--- src/rtl/pwr_seq_pkg.sv ---
package pwr_seq_pkg;
  typedef enum logic [1:0] {
    REF_OFF    = 2'd0,
    REF_SETTLE = 2'd1,
    REF_READY  = 2'd2
  } ref_st_e;

  typedef enum logic [1:0] {
    CH_OFF   = 2'd0,
    CH_SLEEP = 2'd1,
    CH_WAKE  = 2'd2,
    CH_ON    = 2'd3
  } ch_st_e;

  function automatic int unsigned cnt_w(input int unsigned n);
    return (n <= 2) ? 1 : $clog2(n);
  endfunction
endpackage

--- src/rtl/pwr_ref_timer.sv ---
module pwr_ref_timer
  import pwr_seq_pkg::*;
#(
  parameter int unsigned SETTLE_CYC = 580
) (
  input  logic    clk_i,
  input  logic    rst_ni,
  input  logic    pd_ni,
  output ref_st_e state_o,
  output logic    done_o
);
  localparam int unsigned CW = cnt_w(SETTLE_CYC);
  localparam logic [CW-1:0] LAST = CW'(SETTLE_CYC - 1);

  ref_st_e       state_q;
  logic [CW-1:0] cnt_q;

  assign done_o  = pd_ni && (state_q == REF_SETTLE) && (cnt_q == LAST);
  assign state_o = state_q;

  always_ff @(posedge clk_i or negedge rst_ni) begin
    if (!rst_ni) begin
      state_q <= REF_OFF;
      cnt_q   <= '0;
    end else if (!pd_ni) begin
      state_q <= REF_OFF;
      cnt_q   <= '0;
    end else begin
      unique case (state_q)
        REF_OFF: begin
          state_q <= REF_SETTLE;
          cnt_q   <= '0;
        end
        REF_SETTLE: begin
          if (cnt_q == LAST) begin
            state_q <= REF_READY;
            cnt_q   <= '0;
          end else begin
            cnt_q <= cnt_q + 1'b1;
          end
        end
        default: state_q <= REF_READY;
      endcase
    end
  end

  AST_PD_FORCES_REF_OFF: assert property (@(posedge clk_i) disable iff (!rst_ni)
    !pd_ni |=> state_q == REF_OFF);
  AST_SETTLE_AFTER_OFF: assert property (@(posedge clk_i) disable iff (!rst_ni)
    (state_q == REF_OFF && pd_ni) |=> state_q == REF_SETTLE);
  AST_REF_CNT_BOUND: assert property (@(posedge clk_i) disable iff (!rst_ni)
    cnt_q <= LAST);
endmodule

--- src/rtl/pwr_chan_fsm.sv ---
module pwr_chan_fsm
  import pwr_seq_pkg::*;
#(
  parameter int unsigned WAKE_CYC = 25
) (
  input  logic clk_i,
  input  logic rst_ni,
  input  logic pd_ni,
  input  logic req_i,
  input  logic ref_done_i,
  output logic active_o,
  output logic clk_en_o,
  output logic ready_o
);
  localparam int unsigned CW = cnt_w(WAKE_CYC);
  localparam logic [CW-1:0] LAST = CW'(WAKE_CYC - 1);

  ch_st_e        st_q;
  logic [CW-1:0] cnt_q;

  assign active_o = (st_q == CH_WAKE) || (st_q == CH_ON);
  assign clk_en_o = (st_q == CH_ON);
  assign ready_o  = (st_q == CH_ON);

  always_ff @(posedge clk_i or negedge rst_ni) begin
    if (!rst_ni) begin
      st_q  <= CH_OFF;
      cnt_q <= '0;
    end else if (!pd_ni) begin
      st_q  <= CH_OFF;
      cnt_q <= '0;
    end else begin
      unique case (st_q)
        CH_OFF: begin
          if (ref_done_i) st_q <= req_i ? CH_ON : CH_SLEEP;
        end
        CH_SLEEP: begin
          cnt_q <= '0;
          if (req_i) st_q <= CH_WAKE;
        end
        CH_WAKE: begin
          // a dropped request wins over count expiry
          if (!req_i) begin
            st_q  <= CH_SLEEP;
            cnt_q <= '0;
          end else if (cnt_q == LAST) begin
            st_q  <= CH_ON;
            cnt_q <= '0;
          end else begin
            cnt_q <= cnt_q + 1'b1;
          end
        end
        default: begin
          if (!req_i) st_q <= CH_SLEEP;
        end
      endcase
    end
  end

  AST_PD_CLEARS_READY: assert property (@(posedge clk_i) disable iff (!rst_ni)
    !pd_ni |=> !ready_o && !active_o);
  AST_SLEEP_DROPS_READY: assert property (@(posedge clk_i) disable iff (!rst_ni)
    !req_i |=> !ready_o);
  AST_WAKE_CANCEL: assert property (@(posedge clk_i) disable iff (!rst_ni)
    (st_q == CH_WAKE && !req_i && pd_ni) |=> st_q == CH_SLEEP);
  AST_NO_SKIP_WAKE: assert property (@(posedge clk_i) disable iff (!rst_ni)
    (st_q == CH_SLEEP) |=> st_q != CH_ON);
  AST_WAKE_CNT_BOUND: assert property (@(posedge clk_i) disable iff (!rst_ni)
    cnt_q <= LAST);
endmodule

--- src/rtl/pwr_out_gate.sv ---
module pwr_out_gate #(
  parameter int unsigned DW = 10
) (
  input  logic          ready_i,
  input  logic [DW-1:0] data_i,
  output logic [DW-1:0] data_o
);
  assign data_o = ready_i ? data_i : '0;
endmodule

--- src/rtl/pwr_mode_seq.sv ---
module pwr_mode_seq
  import pwr_seq_pkg::*;
#(
  parameter int unsigned NCH          = 2,
  parameter int unsigned DW           = 10,
  parameter int unsigned PD_WAKE_CYC  = 580,
  parameter int unsigned SLP_WAKE_CYC = 25
) (
  input  logic              clk_i,
  input  logic              rst_ni,
  input  logic              pd_ni,
  input  logic [NCH-1:0]    slp_ni,
  input  logic [NCH*DW-1:0] ch_data_i,
  output logic [1:0]        ref_state_o,
  output logic [NCH-1:0]    ch_active_o,
  output logic [NCH-1:0]    ch_clk_en_o,
  output logic [NCH-1:0]    ch_ready_o,
  output logic [NCH*DW-1:0] ch_data_o
);
  ref_st_e ref_st;
  logic    ref_done;

  pwr_ref_timer #(.SETTLE_CYC(PD_WAKE_CYC)) u_ref (
    .clk_i   (clk_i),
    .rst_ni  (rst_ni),
    .pd_ni   (pd_ni),
    .state_o (ref_st),
    .done_o  (ref_done)
  );

  assign ref_state_o = ref_st;

  for (genvar i = 0; i < NCH; i++) begin : g_ch
    pwr_chan_fsm #(.WAKE_CYC(SLP_WAKE_CYC)) u_fsm (
      .clk_i      (clk_i),
      .rst_ni     (rst_ni),
      .pd_ni      (pd_ni),
      .req_i      (slp_ni[i]),
      .ref_done_i (ref_done),
      .active_o   (ch_active_o[i]),
      .clk_en_o   (ch_clk_en_o[i]),
      .ready_o    (ch_ready_o[i])
    );

    pwr_out_gate #(.DW(DW)) u_gate (
      .ready_i (ch_ready_o[i]),
      .data_i  (ch_data_i[i*DW +: DW]),
      .data_o  (ch_data_o[i*DW +: DW])
    );
  end

  AST_PD_ZERO_DATA: assert property (@(posedge clk_i) disable iff (!rst_ni)
    !pd_ni |=> ch_data_o == '0);
  AST_PD_NO_ACTIVE: assert property (@(posedge clk_i) disable iff (!rst_ni)
    !pd_ni |=> (ch_active_o == '0) && (ch_clk_en_o == '0));
  AST_READY_NEEDS_REF: assert property (@(posedge clk_i) disable iff (!rst_ni)
    (ch_ready_o != '0) |-> ref_state_o == 2'd2);
endmodule

--- config.mk ---
export PLATFORM = sky130hd
export DESIGN_NAME = pwr_mode_seq
export DESIGN_NICKNAME = d
export VERILOG_FILES = /design/src/rtl/pwr_seq_pkg.sv /design/src/rtl/pwr_ref_timer.sv /design/src/rtl/pwr_chan_fsm.sv /design/src/rtl/pwr_out_gate.sv /design/src/rtl/pwr_mode_seq.sv
export SDC_FILE = /design/constraint.sdc
export NUM_CORES = 1
export LEC_CHECK = 0
export BUFFER_PORTS_ARGS = -buffer_cell sky130_fd_sc_hd__buf_2
export CAP_MARGIN = 30
export CORE_MARGIN = 2
export CORE_UTILIZATION = 55
export CTS_CLUSTER_SIZE = 28
export DETAILED_ROUTE_END_ITERATION = 8
export GPL_ROUTABILITY_DRIVEN = 0
export PLACE_DENSITY = 0.95
export SYNTH_ARGS = -nofsm -noshare
export SYNTH_HDL_FRONTEND = slang
export SYNTH_HIERARCHICAL = 1
export SYNTH_SLANG_ARGS = --single-unit
--- constraint.sdc ---
create_clock -name clk_i -period 4.5 [get_ports clk_i]
set_input_delay 0.45 -clock clk_i [delete_from_list [all_inputs] [get_ports clk_i]]
set_output_delay 0.45 -clock clk_i [all_outputs]
set_load 0.05 [all_outputs]
* Word-level counts from Yosys, hierarchy flattened
Index checks and enable logic that the tools add are counted. Widths: inputs -> output; s select.
Word-level totals: register bits after elaboration 26, input port bits 25, output and inout bits 28, word-level logic and storage cells 72
Operators by class: add/subtract/negate cells 3, equal/unequal tests 22, multiplexer cells 32, reduce and logical (&&, ||, !) cells 9
Operators by type and width (number):
- $mux 10 | 4
- $mux 2 | 16
- $mux 5 | 6
- $pmux 10 s2 | 1
- $pmux 5 s2 | 2
- $ne 3x3->1 const B | 4
- $pmux 2 s3 | 2
- $add 10x1->10 const B | 1
- $add 5x1->5 const B | 2
- $eq 10x10->1 const B | 1
- $eq 5x5->1 const B | 2
- $ne 5x2->1 const B | 2
- $ne 3x1->1 const B | 3
- $eq 2x2->1 const B | 4
- $ne 4x4->1 const B | 2
- $reduce_and 4->1 | 2
- $eq 2x1->1 const B | 3
- $logic_not 2->1 | 3
- $pmux 2 s2 | 1
- $ne 3x2->1 const B | 1
- $logic_and 1x1->1 | 2
- $logic_or 1x1->1 | 2

* Logic depth before layout (Yosys ltp)
depth after elaboration 6, depth in mapped cells 8, depth with buffers taken out 8

* Modules after synthesis
The synthesis kept the hierarchy.
Modules (own cells, without submodules):
- pwr_chan_fsm | instances 2, cells each 55, area each 501.7 µm², sequential area each 175.2 µm²
- pwr_ref_timer | instances 1, cells each 60, area each 644.4 µm², sequential area each 300.3 µm²
- pwr_out_gate | instances 2, cells each 10, area each 62.6 µm², sequential area each 0.0 µm²

* Worst setup path after synthesis
Ideal clock, no wire load.
path kind register -> output, start register g_ch[0].u_fsm.st_q[1], end output port ch_data_o[0], data arrival time 1680 ps, slack 2370 ps, stages on the path, launching flop included 4, path buffers 1, cell sequence dfrtp_1 ha_1 buf_4 and2_1
Between the ends: cells in the longest elaborated chain, start to end 2
RTL lines:
- from (decl) | line pwr_chan_fsm.sv:18 | ch_st_e st_q;
- from (signal assigned) | line pwr_chan_fsm.sv:35 | if (ref_done_i) st_q <= req_i ? CH_ON : CH_SLEEP;
- $eq 2x2->1
- net ch_clk_en_o[0] | line pwr_mode_seq.sv:16 | output logic [NCH-1:0] ch_clk_en_o,
- $mux 10 | line pwr_out_gate.sv:8 | assign data_o = ready_i ? data_i : '0;
- to (decl) | line pwr_mode_seq.sv:18 | output logic [NCH*DW-1:0] ch_data_o
The timed path passes the listed nets, and every way through them passes these cells.

* Final worst setup path
start register g_ch[1].u_fsm.st_q[0], end output port ch_active_o[1]
Between the ends: cells in the longest elaborated chain, start to end 2
RTL lines:
- from (decl) | line pwr_chan_fsm.sv:18
- from (signal assigned) | line pwr_chan_fsm.sv:35
- $eq 2x2->1 | line pwr_chan_fsm.sv:21 | assign active_o = (st_q == CH_WAKE) || (st_q == CH_ON);
- $logic_or 1x1->1 * | line pwr_chan_fsm.sv:21
- to (decl) | line pwr_mode_seq.sv:15 | output logic [NCH-1:0] ch_active_o,
Every way passes the cells marked *; elsewhere a longest branch is shown, timed or not.

==> flow_summary_export.csv <==
group,metric,value,unit
yosys,ys_types,44,
critical_path,slowest_stage,"dfrtp_1",
sta,setup_tns,0,ns
critical_path,crit_path_end_kind,"output port",
global_route,antenna_found_initial,0,
sta,timing.fmax,466,MHz
critical_path,critical_path.startpoint,"g_ch[1].u_fsm/st_q[0]",
cells_and_area,fin_cells,287,
critical_path,path_cells,"inv_1 > ha_1 > or2_2 > buf_2",
yosys,async_flop_share,1.00,
die,initial_core_util,0.581,
clock_tree,clkLatencyLatePin,0.32,ns
sta,relSlewSlack,0.618,
global_route,grt_use_total,0.228,
global_route,top_usage_layer,"met2",
critical_path,criticalPathCategory,"register to output port",
yosys,synth-seq-cells,26,
clock_tree,cts.sinks,26,
sta,rsz0062_at_grt,"false",
power_and_ir_drop,p_leak,1.03,nW
critical_path,startpoint_type,"register",
clock_tree,path_clk_slew,0.15,ns
die,fp.coreArea,3050,um^2
sta,tightest_slew,0.573,ns
global_route,first_global_vias,1488,
clock_tree,cts_tree,"built",
drt,drt-total-wl,3950,um
die,num_io_pins,53,
global_route,grt_pass1_wl,6440,um
sta,finalWorstSetupSlack,2.36,ns
drt,final_antenna_net_count,0,
clock_tree,cts_buffer_depth,2,
critical_path,worstPathMaxFanout,7,
global_route,grt_max_degree,27,
die,fp.dieH,60.8,um
placed_design,hpwl,3080,um
cells_and_area,area_delta_synth_final,19.6,%
clock_tree,holdBufCountCts,0,
drt,dr.pass1.iters,4,
die,rows,20,
cells_and_area,drive_above_1_share,0.305,
global_route,grt_overflow,0,
yosys,seq_area_frac_synth,0.367,
critical_path,r2r_start,"u_ref/cnt_q[0]",
clock_tree,htree_levels,1,
cells_and_area,antenna_cells,0,
critical_path,cp_slowest_stage_delay,0.45,ns
critical_path,critPathArrivalTime,1.69,ns
sta,hold_viol_final,0,
drt,vias,1596,
die,dieArea,3690,um^2
global_route,use_met1,0.290,
drt,wl_per_cell,13.8,um
sta,finalSetupViolCount,0,
clock_tree,ctsResizeCount,0,
placed_design,dp_cells,283,
drt,viasPerCell,5.56,
critical_path,crit_buf_inv,2,
placed_design,io_buffers,52,
global_route,gr-usage-met2,0.410,
sta,min_period,2.14,ns
sta,period_share,0.476,
drt,first_iter_violations,88,
die,die_x,60.8,um
sta,hold_ws,0.0950,ns
power_and_ir_drop,power_density,387,nW/um^2
flow_run,drv_cap,0,
critical_path,path_delay_family,"flip-flops",
yosys,synth-edff-count,0,
yosys,syn-instance-count,190,
drt,drc,0,
yosys,avgSynthCellArea,9.33,um^2
clock_tree,cts_buffers,3,
cells_and_area,nNetsFinal,282,
hold_path,min_path_type,"input port to asynchronous set/reset pin",
yosys,synth_nets,228,
yosys,synth_area,1770,um^2
clock_tree,cts-root-buf,"clkbuf_4",
yosys,synthFlopType,"dfrtp_1",
power_and_ir_drop,power.total,821,uW
power_and_ir_drop,ir_drop,0.280,mV
sta,slew_violations,0,
yosys,yosys_warnings,6,
outcome,status,"finished clean",
critical_path,worstPathRequired,4.05,ns
sta,clock_skew,0.00486,ns
clock_tree,postCtsSetupRepairBufs,0,
placed_design,place_ws,2.47,ns
global_route,grt_use_met3,0.0320,
[routing by layer]
metal | routed length (um) | vias up | share of wire
li1 | - | 766 | -
met1 | 1650 | 777 | 0.42
met2 | 2080 | 47 | 0.53
met3 | 185 | 6 | 0.047
met4 | 39 | 0 | 0.0099
met5 | 0 | - | 0
[layout by cell type, fill, tap and decap left out, drive strengths merged, types with 4 or more instances in the layout]
cell type | netlist | routed
nor3b | 5 | 5
nand2 | 16 | 16
nand4 | 5 | 5
nand3 | 13 | 13
o21ai | 7 | 7
buf | 3 | 52
xnor2 | 4 | 4
and2 | 22 | 22
inv | 11 | 11
nor2 | 17 | 17
nor2b | 4 | 4
ha | 13 | 13
dfrtp | 26 | 26
xor2 | 5 | 5
[synthesized netlist by cell type (3+ instances only)]
| master | number | share of area |
|---|---|---|
| and2_1 | 22 | 0.078 |
| xnor2_1 | 4 | 0.020 |
| inv_1 | 11 | 0.023 |
| dfrtp_1 | 26 | 0.37 |
| nor3_1 | 3 | 0.0085 |
| nor2_1 | 15 | 0.032 |
| ha_1 | 13 | 0.092 |
| nor2b_1 | 4 | 0.014 |
| a21oi_1 | 3 | 0.0085 |
| nor3b_1 | 3 | 0.013 |
| nand3_1 | 12 | 0.034 |
| xor2_1 | 5 | 0.025 |
| nand2_1 | 16 | 0.034 |
| nand4_1 | 5 | 0.018 |
| o21ai_0 | 6 | 0.017 |
[power by group]
group / internal [mW] / total [mW] / switching (mW) / leakage [nW]
clock network: 0.0901 / 0.162 / 0.0716 / 0.0279
logic: 0.126 / 0.363 / 0.237 / 0.647
registers: 0.260 / 0.297 / 0.0366 / 0.358
total: 0.476 / 0.821 / 0.345 / 1.03
[metrics by stage]
| step | instance area [um^2] | util |
|---|---|---|
| floorplan | 1770 | - |
| global placement | 2070 | 0.677 |
| detailed placement | 2070 | 0.677 |
| CTS | 2120 | 0.695 |
| global route | 2120 | 0.695 |
| finish | 2120 | 0.695 |
[area by class of cell]
class,instances,area [um^2]
multi-input combinational,150,1060
clock buffer,3,22.5
fill,256,932
clock inverter,1,30.0
inverter,11,41.3
tap,44,55.1
timing repair buffer,52,260
sequential,26,651
[logic make-up (layout without fill, tap and decap cells)]
group                    Yosys count  after routing  share of synthesized area
AND/OR/NAND/NOR                   99             99                      0.327
XOR/XNOR                           9              9                     0.0445
multiplexers                       1              1                    0.00635
buffers and inverters             14             67                     0.0346
adder cells (fa/ha/maj)           13             13                     0.0917
AO/OA/AOI/OAI                     28             28                      0.129
flip-flops                        26             26                      0.367
[registers in the layout (all words and copies together), names as in the netlist]
register	cells
u_ref/cnt_q	10
u_ref/state_o	2
g_ch.u_fsm/cnt_q	10
g_ch.u_fsm/st_q	4
[worst paths after layout]
check                                    endpoint  slack [ns]  cells after the start
setup / recovery                   ch_active_o[1]        2.36                      4
hold / removal             g_ch[0].u_fsm/cnt_q[0]        0.09                      1
setup reg to reg            g_ch[1].u_fsm/st_q[1]        2.47                      8
hold reg to reg            g_ch[1].u_fsm/cnt_q[4]        0.57                      2
max in group asynchronous  g_ch[1].u_fsm/cnt_q[0]        4.03                      1
min in group clk_i          g_ch[0].u_fsm/st_q[1]        0.46                      3
(Power assumes the default switching activity.)
